==> src/rtl/cw_pkg.sv <==
package cw_pkg;
  localparam int PTR_W  = 24;
  localparam int LEN_W  = 8;
  localparam int WORD_W = 32;
  localparam int MARK_BIT = PTR_W - 1;
  localparam logic [PTR_W-1:0] END_PTR = '1;

  typedef enum logic [3:0] {
    ST_IDLE,
    ST_HDR_RD,
    ST_HDR_WB,
    ST_PAY_RD,
    ST_PAY_LD,
    ST_PAY_TX,
    ST_LINK,
    ST_CLN_RD,
    ST_CLN_WB,
    ST_FIN
  } walk_state_e;
endpackage

==> src/rtl/cw_cost_acc.sv <==
module cw_cost_acc #(
  parameter int COST_W    = 32,
  parameter int LEN_W     = 8,
  parameter int NODE_COST = 10,
  parameter int LOAD_COST = 5
) (
  input  logic              clk,
  input  logic              rst_n,
  input  logic              clr_i,
  input  logic              add_i,
  input  logic [LEN_W-1:0]  len_i,
  output logic [COST_W-1:0] total_o
);
  logic [COST_W-1:0] total_q, total_d, step;

  always_comb begin
    step = COST_W'(NODE_COST);
    if (len_i != '0) step = step + COST_W'(LOAD_COST) + COST_W'(len_i);
  end

  always_comb begin
    total_d = total_q;
    if (clr_i)      total_d = '0;
    else if (add_i) total_d = total_q + step;
  end

  always_ff @(posedge clk or negedge rst_n) begin
    if (!rst_n) total_q <= '0;
    else        total_q <= total_d;
  end

  assign total_o = total_q;
endmodule

==> src/rtl/cw_pay_stage.sv <==
module cw_pay_stage #(
  parameter int W = 32
) (
  input  logic         clk,
  input  logic         rst_n,
  input  logic         load_i,
  input  logic [W-1:0] data_i,
  input  logic         ready_i,
  output logic         valid_o,
  output logic [W-1:0] data_o
);
  logic         vld_q, vld_d;
  logic [W-1:0] dat_q;

  always_comb begin
    vld_d = vld_q;
    if (load_i)                vld_d = 1'b1;
    else if (vld_q && ready_i) vld_d = 1'b0;
  end

  always_ff @(posedge clk or negedge rst_n) begin
    if (!rst_n) begin
      vld_q <= 1'b0;
      dat_q <= '0;
    end else begin
      vld_q <= vld_d;
      if (load_i) dat_q <= data_i;
    end
  end

  assign valid_o = vld_q;
  assign data_o  = dat_q;
endmodule

==> src/rtl/chain_walker.sv <==
module chain_walker #(
  parameter int IDX_W  = 19,
  parameter int COST_W = 32,
  parameter int CNT_W  = 20
) (
  input  logic              clk,
  input  logic              rst_n,
  input  logic              start_i,
  input  logic [23:0]       start_addr_i,
  output logic              busy_o,
  output logic              done_o,
  output logic [COST_W-1:0] cycles_o,
  output logic              mem_en_o,
  output logic              mem_we_o,
  output logic [IDX_W-1:0]  mem_idx_o,
  output logic [31:0]       mem_wdata_o,
  input  logic [31:0]       mem_rdata_i,
  output logic              pay_valid_o,
  input  logic              pay_ready_i,
  output logic [31:0]       pay_data_o
);
  import cw_pkg::*;

  localparam int WIN_W = IDX_W + 2;
  localparam logic [WORD_W-1:0] MARK_MASK = WORD_W'(1) << MARK_BIT;

  walk_state_e       state_q, state_d;
  logic [PTR_W-1:0]  ptr_q, ptr_d, head_q, head_d, link_q, link_d;
  logic [LEN_W-1:0]  len_q, len_d, pcnt_q, pcnt_d;
  logic [IDX_W-1:0]  hidx_q, hidx_d;
  logic [CNT_W-1:0]  nvis_q, nvis_d, ccnt_q, ccnt_d;
  logic              pay_fire, cost_clr, cost_add, pay_load;
  logic [IDX_W-1:0]  ptr_idx;

  assign ptr_idx  = ptr_q[WIN_W-1:2];
  assign pay_fire = pay_valid_o && pay_ready_i;
  assign cost_clr = (state_q == ST_IDLE) && start_i;
  assign cost_add = (state_q == ST_HDR_WB);
  assign pay_load = (state_q == ST_PAY_LD);

  always_comb begin
    state_d = state_q;
    ptr_d   = ptr_q;
    head_d  = head_q;
    link_d  = link_q;
    len_d   = len_q;
    pcnt_d  = pcnt_q;
    hidx_d  = hidx_q;
    nvis_d  = nvis_q;
    ccnt_d  = ccnt_q;
    unique case (state_q)
      ST_IDLE: if (start_i) begin
        head_d  = start_addr_i;
        ptr_d   = start_addr_i;
        nvis_d  = '0;
        state_d = (start_addr_i == END_PTR) ? ST_FIN : ST_HDR_RD;
      end
      ST_HDR_RD: begin
        hidx_d  = ptr_idx;
        state_d = ST_HDR_WB;
      end
      ST_HDR_WB: begin
        len_d   = mem_rdata_i[31:24];
        link_d  = mem_rdata_i[PTR_W-1:0];
        nvis_d  = nvis_q + CNT_W'(1);
        pcnt_d  = '0;
        state_d = (mem_rdata_i[31:24] != '0) ? ST_PAY_RD : ST_LINK;
      end
      ST_PAY_RD: state_d = ST_PAY_LD;
      ST_PAY_LD: state_d = ST_PAY_TX;
      ST_PAY_TX: if (pay_fire) begin
        pcnt_d  = pcnt_q + LEN_W'(1);
        state_d = ((pcnt_q + LEN_W'(1)) == len_q) ? ST_LINK : ST_PAY_RD;
      end
      ST_LINK: begin
        if (link_q[MARK_BIT]) begin
          ptr_d   = head_q;
          ccnt_d  = '0;
          state_d = ST_CLN_RD;
        end else begin
          ptr_d   = link_q;
          state_d = ST_HDR_RD;
        end
      end
      ST_CLN_RD: begin
        hidx_d  = ptr_idx;
        state_d = ST_CLN_WB;
      end
      ST_CLN_WB: begin
        ptr_d   = PTR_W'(mem_rdata_i[WIN_W-1:0]);
        ccnt_d  = ccnt_q + CNT_W'(1);
        state_d = ((ccnt_q + CNT_W'(1)) == nvis_q) ? ST_FIN : ST_CLN_RD;
      end
      ST_FIN:  state_d = ST_IDLE;
      default: state_d = ST_IDLE;
    endcase
  end

  always_ff @(posedge clk or negedge rst_n) begin
    if (!rst_n) begin
      state_q <= ST_IDLE;
      ptr_q   <= '0;
      head_q  <= '0;
      link_q  <= '0;
      len_q   <= '0;
      pcnt_q  <= '0;
      hidx_q  <= '0;
      nvis_q  <= '0;
      ccnt_q  <= '0;
    end else begin
      state_q <= state_d;
      ptr_q   <= ptr_d;
      head_q  <= head_d;
      link_q  <= link_d;
      len_q   <= len_d;
      pcnt_q  <= pcnt_d;
      hidx_q  <= hidx_d;
      nvis_q  <= nvis_d;
      ccnt_q  <= ccnt_d;
    end
  end

  always_comb begin
    mem_en_o    = 1'b0;
    mem_we_o    = 1'b0;
    mem_idx_o   = hidx_q;
    mem_wdata_o = mem_rdata_i;
    unique case (state_q)
      ST_HDR_RD, ST_CLN_RD: begin
        mem_en_o  = 1'b1;
        mem_idx_o = ptr_idx;
      end
      ST_HDR_WB: begin
        mem_en_o    = 1'b1;
        mem_we_o    = 1'b1;
        mem_wdata_o = mem_rdata_i | MARK_MASK;
      end
      ST_CLN_WB: begin
        mem_en_o    = 1'b1;
        mem_we_o    = 1'b1;
        mem_wdata_o = mem_rdata_i & ~MARK_MASK;
      end
      ST_PAY_RD: begin
        mem_en_o  = 1'b1;
        mem_idx_o = hidx_q + IDX_W'(1) + IDX_W'(pcnt_q);
      end
      default: ;
    endcase
  end

  assign busy_o = (state_q != ST_IDLE);
  assign done_o = (state_q == ST_FIN);

  cw_cost_acc #(.COST_W(COST_W), .LEN_W(LEN_W)) u_cost (
    .clk     (clk),
    .rst_n   (rst_n),
    .clr_i   (cost_clr),
    .add_i   (cost_add),
    .len_i   (mem_rdata_i[31:24]),
    .total_o (cycles_o)
  );

  cw_pay_stage #(.W(WORD_W)) u_pay (
    .clk     (clk),
    .rst_n   (rst_n),
    .load_i  (pay_load),
    .data_i  (mem_rdata_i),
    .ready_i (pay_ready_i),
    .valid_o (pay_valid_o),
    .data_o  (pay_data_o)
  );
endmodule

==> config.mk <==
export PLATFORM = sky130hd
export DESIGN_NAME = chain_walker
export DESIGN_NICKNAME = d
export VERILOG_FILES = /design/src/rtl/cw_pkg.sv /design/src/rtl/cw_cost_acc.sv /design/src/rtl/cw_pay_stage.sv /design/src/rtl/chain_walker.sv
export SDC_FILE = /design/constraint.sdc
export NUM_CORES = 1
export LEC_CHECK = 0
export BUFFER_PORTS_ARGS = -buffer_cell sky130_fd_sc_hd__buf_4
export CAP_MARGIN = 20
export CORE_UTILIZATION = 28
export DETAILED_ROUTE_END_ITERATION = 8
export GPL_TIMING_DRIVEN = 0
export PLACE_DENSITY = 0.44
export SLEW_MARGIN = 40
export SYNTH_ARGS = -nofsm -noshare
export SYNTH_HDL_FRONTEND = slang
export SYNTH_SLANG_ARGS = --single-unit
==> constraint.sdc <==
create_clock -name clk -period 3.7 [get_ports clk]
set_input_delay 0.74 -clock clk [delete_from_list [all_inputs] [get_ports clk]]
set_output_delay 0.74 -clock clk [all_outputs]
set_load 0.05 [all_outputs]
==> impl_metrics.toml <==
[setup_path]
critPathMaxFanout = 5
cp_common_cell = "o21ai_2"
worstPathCellList = "inv_2, ha_4, fa_2, nor2b_2, o21ai_2, a21oi_2, o21ai_2, a21o_1, buf_6, or3_1, a31oi_1, buf_4"
reg2reg_to = "state_q[0]"
crit_buf_inv = 3
cp.arrival_ns = 3.01
worst_ep_required_time_ns = 2.96
slowest_stage = "dfrtp_2"
crit_type = "reg -> out"
rr_startpoint = "pcnt_q[0]"
worst_r2r_path_depth = 10
rrSetupSlack_ns = 1.01
crit_path_start_kind = "flop"
cpPeakStageDelay_ns = 0.37
cp_top_family = "compound AO/OA/AOI/OAI gates"
endpoint_kind = "output port"

[synthesis]
synth_edf_count = 0
synthTopCellsByArea = "dfrtp_1 (44%), nand2_1 (8.8%), xnor2_1 (4.3%)"
synthArstFlopShare_pct = 100
syn_area_sq_um = 11400
yosysTopAreaCellShare_pct = 44.3
synth.most_common_cell = "nand2_1"
ys_dominant_reg_cell = "dfrtp_1"
syn-instance-count = 1282
yosys.cell_types.count = 75
yosysWarnings = 0
ys_seq_elements = 202
syn_avg_cell_area_sq_um = 8.91
synth_common_cells = "nand2_1 (267), dfrtp_1 (202), nor2_1 (114)"
synth_nets = 1366
synth_top_cell_by_area = "dfrtp_1"
yosysSeqAreaShare_pct = 44.3

[final_layout]
fin_cells = 2041
drive_gt1_share_pct = 23.9
area_delta_synth_final_pct = 28.8
seqCellArea_sq_um = 5060
nFillCells = 4165
insertedDiodeCount = 0
nets = 1581
finish.instance_area_sq_um = 14700
multi_input_area_sq_um = 5880

[clock_tree]
clock_sinks = 202
cts_buffers = 26
clkSlewWorstSetupHoldPaths_ns = 0.06
cts_tree = "done"
htreeDepth = 1
cts_buffer_depth = 3
clockRootBuffer = "clkbuf_16"
clk_latency_ns = 0.54

[sta]
period_share_pct = 101
setup_viol = 3
max_freq_mhz = 266
fin_ws_ns = -0.0534
finalHoldWorstSlack_ns = 0.0899
clock_skew_ns = 0.0146
worst_pin_slew_ns = 0.798
drv_slew = 0
timing.final.hold_violations = 0
min_period_ns = 3.75
rsz0062_at_grt = "yes"
max_slew_margin_pct = 46.8

[floorplanning]
start_util_pct = 28.5
ios = 180
die_w_microns = 204
fp.dieH_microns = 204
rows = 73
core_area_sq_um = 40000
dieArea_sq_um = 41600

[detailed_routing]
drcViolationCount = 0
routedWlPerCell_microns = 18.1
wirelength_microns = 37000
ant_nets = 0
vias_per_cell = 4.84
vias = 9888
first_pass_iters = 5
drt_iter0_drc = 504

[grt]
antenna_found_initial = 0
grt_max_degree = 64
grt_pass1_wl_microns = 58000
grt_pass1_vias = 9866
gr-total-overflow = 0
globalRouteTotalUtil_pct = 17.8

[placement]
placed_cell_area_sq_um = 13500
dp_hpwl_microns = 27100
dp_cells = 1987
port_buffers = 177
dp_slack_ns = -0.157
gp_congestion = 0.832

[run_status]
outcome = "complete, but fails checks"
violations = "negative setup slack"

[pwr]
leakagePower_uw = 0.00678
worst_ir_drop_vdd_v = 0.000408
powerDensity_nw_per_um2 = 878

[job]
drv_cap = 0

[hold_path]
hold_path_class = "in -> async"
cells in the final DEF, fill, tap and decap left out, types with 8 or more instances in the layout:
cell type | synthesis | final
a211oi_1 | 9 | 9
inv_1 | 26 | 24
o211ai_1 | 17 | 17
nand2_1 | 267 | 267
xnor2_1 | 56 | 56
nor3_1 | 19 | 15
dfrtp_1 | 202 | 199
a31oi_1 | 10 | 8
clkbuf_1 | 39 | 35
o31ai_1 | 16 | 15
a221oi_1 | 19 | 19
ha_1 | 22 | 21
nand3_1 | 42 | 42
mux2_2 | 33 | 33
xor2_1 | 28 | 28
mux2i_1 | 28 | 28
or3_1 | 9 | 9
and3_1 | 20 | 20
o21ai_0 | 66 | 65
nand4_1 | 23 | 23
buf_4 | 31 | 210
buf_2 | 18 | 19
a21oi_1 | 54 | 51
nand2b_1 | 10 | 10
clkbuf_16 | 0 | 27
nor2_1 | 114 | 114
metal layers:
metal / up-vias / GRT usage, % / wire, microns
met1: 4759 / 25.5 / 17700
met5: - / 0 / 0
met4: 0 / 3.49 / 568
met2: 201 / 28.3 / 17000
li1: 4880 / - / -
met3: 48 / 2.73 / 1690
state kept, by name, indices dropped and copies added, names as in the netlist:
signal,flops
ptr_q,19
ccnt_q,20
pcnt_q,8
state_q,4
u_cost.total_o,32
nvis_q,20
u_pay.valid_o,1
head_q,19
link_q,20
u_pay.data_o,32
len_q,8
hidx_q,19
layout make-up:
| class | instances | area share, % |
|---|---|---|
| clock inverters | 12 | 1.63 |
| clock buffers | 35 | 5.27 |
| flip-flops and latches | 202 | 34.4 |
| repair buffers | 188 | 10.2 |
| well taps | 525 | 4.46 |
| multi-input cells | 958 | 40.0 |
| inverters | 26 | 0.663 |
| plain buffers | 95 | 3.42 |
power breakdown:
part | internal [uW] | switching [uW]
clock network | 1950 | 1020
registers | 2970 | 541
logic | 2150 | 4300
total | 7060 | 5860
cell families (layout without fill, tap and decap cells):
| group | count (synthesis) | in the layout | synth area share, % |
|---|---|---|---|
| xor+xnor | 84 | 84 | 6.44 |
| buf+inv | 122 | 356 | 5.24 |
| simple gates | 548 | 548 | 21.9 |
| mux | 62 | 62 | 5.81 |
| flops | 202 | 202 | 44.3 |
| fa+ha+maj | 25 | 25 | 2.85 |
| compound gates | 239 | 239 | 13.5 |
stage by stage:
| step | power, uW | utilization [%] | setup TNS (ns) |
|---|---|---|---|
| 2_1_floorplan | 7830 | - | 0 |
| 3_3_place_gp | 9800 | 33.5 | -0.298 |
| 3_5_place_dp | 9860 | 33.8 | -0.340 |
| 4_1_cts | 13000 | 36.6 | -0.504 |
| 5_1_grt | 13800 | 36.8 | -0.618 |
| 6_report | 12900 | 36.8 | -0.120 |
worst max path at each step:
stage	start	end	slack [ns]	depth (start not counted)
2_1_floorplan	pcnt_q[0]	mem_idx_o[10]	0.02	10
3_3_place_gp	mem_rdata_i[28]	u_cost.total_o[24]	-0.15	14
3_5_place_dp	mem_rdata_i[28]	u_cost.total_o[24]	-0.16	14
4_1_cts	pcnt_q[0]	mem_idx_o[14]	-0.15	12
5_1_grt	pcnt_q[0]	mem_idx_o[12]	-0.18	12
6_report	pcnt_q[0]	mem_idx_o[14]	-0.05	12
worst reg2reg max path, cell delays in order, from the launching register on:
cell and delay (ns):
dfrtp_2 0.37, buf_4 0.11, buf_4 0.13, ha_1 0.25, and3_1 0.25, nand3_1 0.15
xnor2_1 0.17, a2111oi_0 0.60, o211ai_1 0.24, a21oi_1 0.22, a21oi_1 0.06
repair_timing:
item,4_1_cts,5_1_grt
setup buffers,6,2
pin swaps,16,8
setup endpoints to repair,19,18
gates resized for setup,22,18
endpoints found under the hold margin,0,0
hold buffers,0,0
No activity file was read; power rests on OpenSTA's default activity.
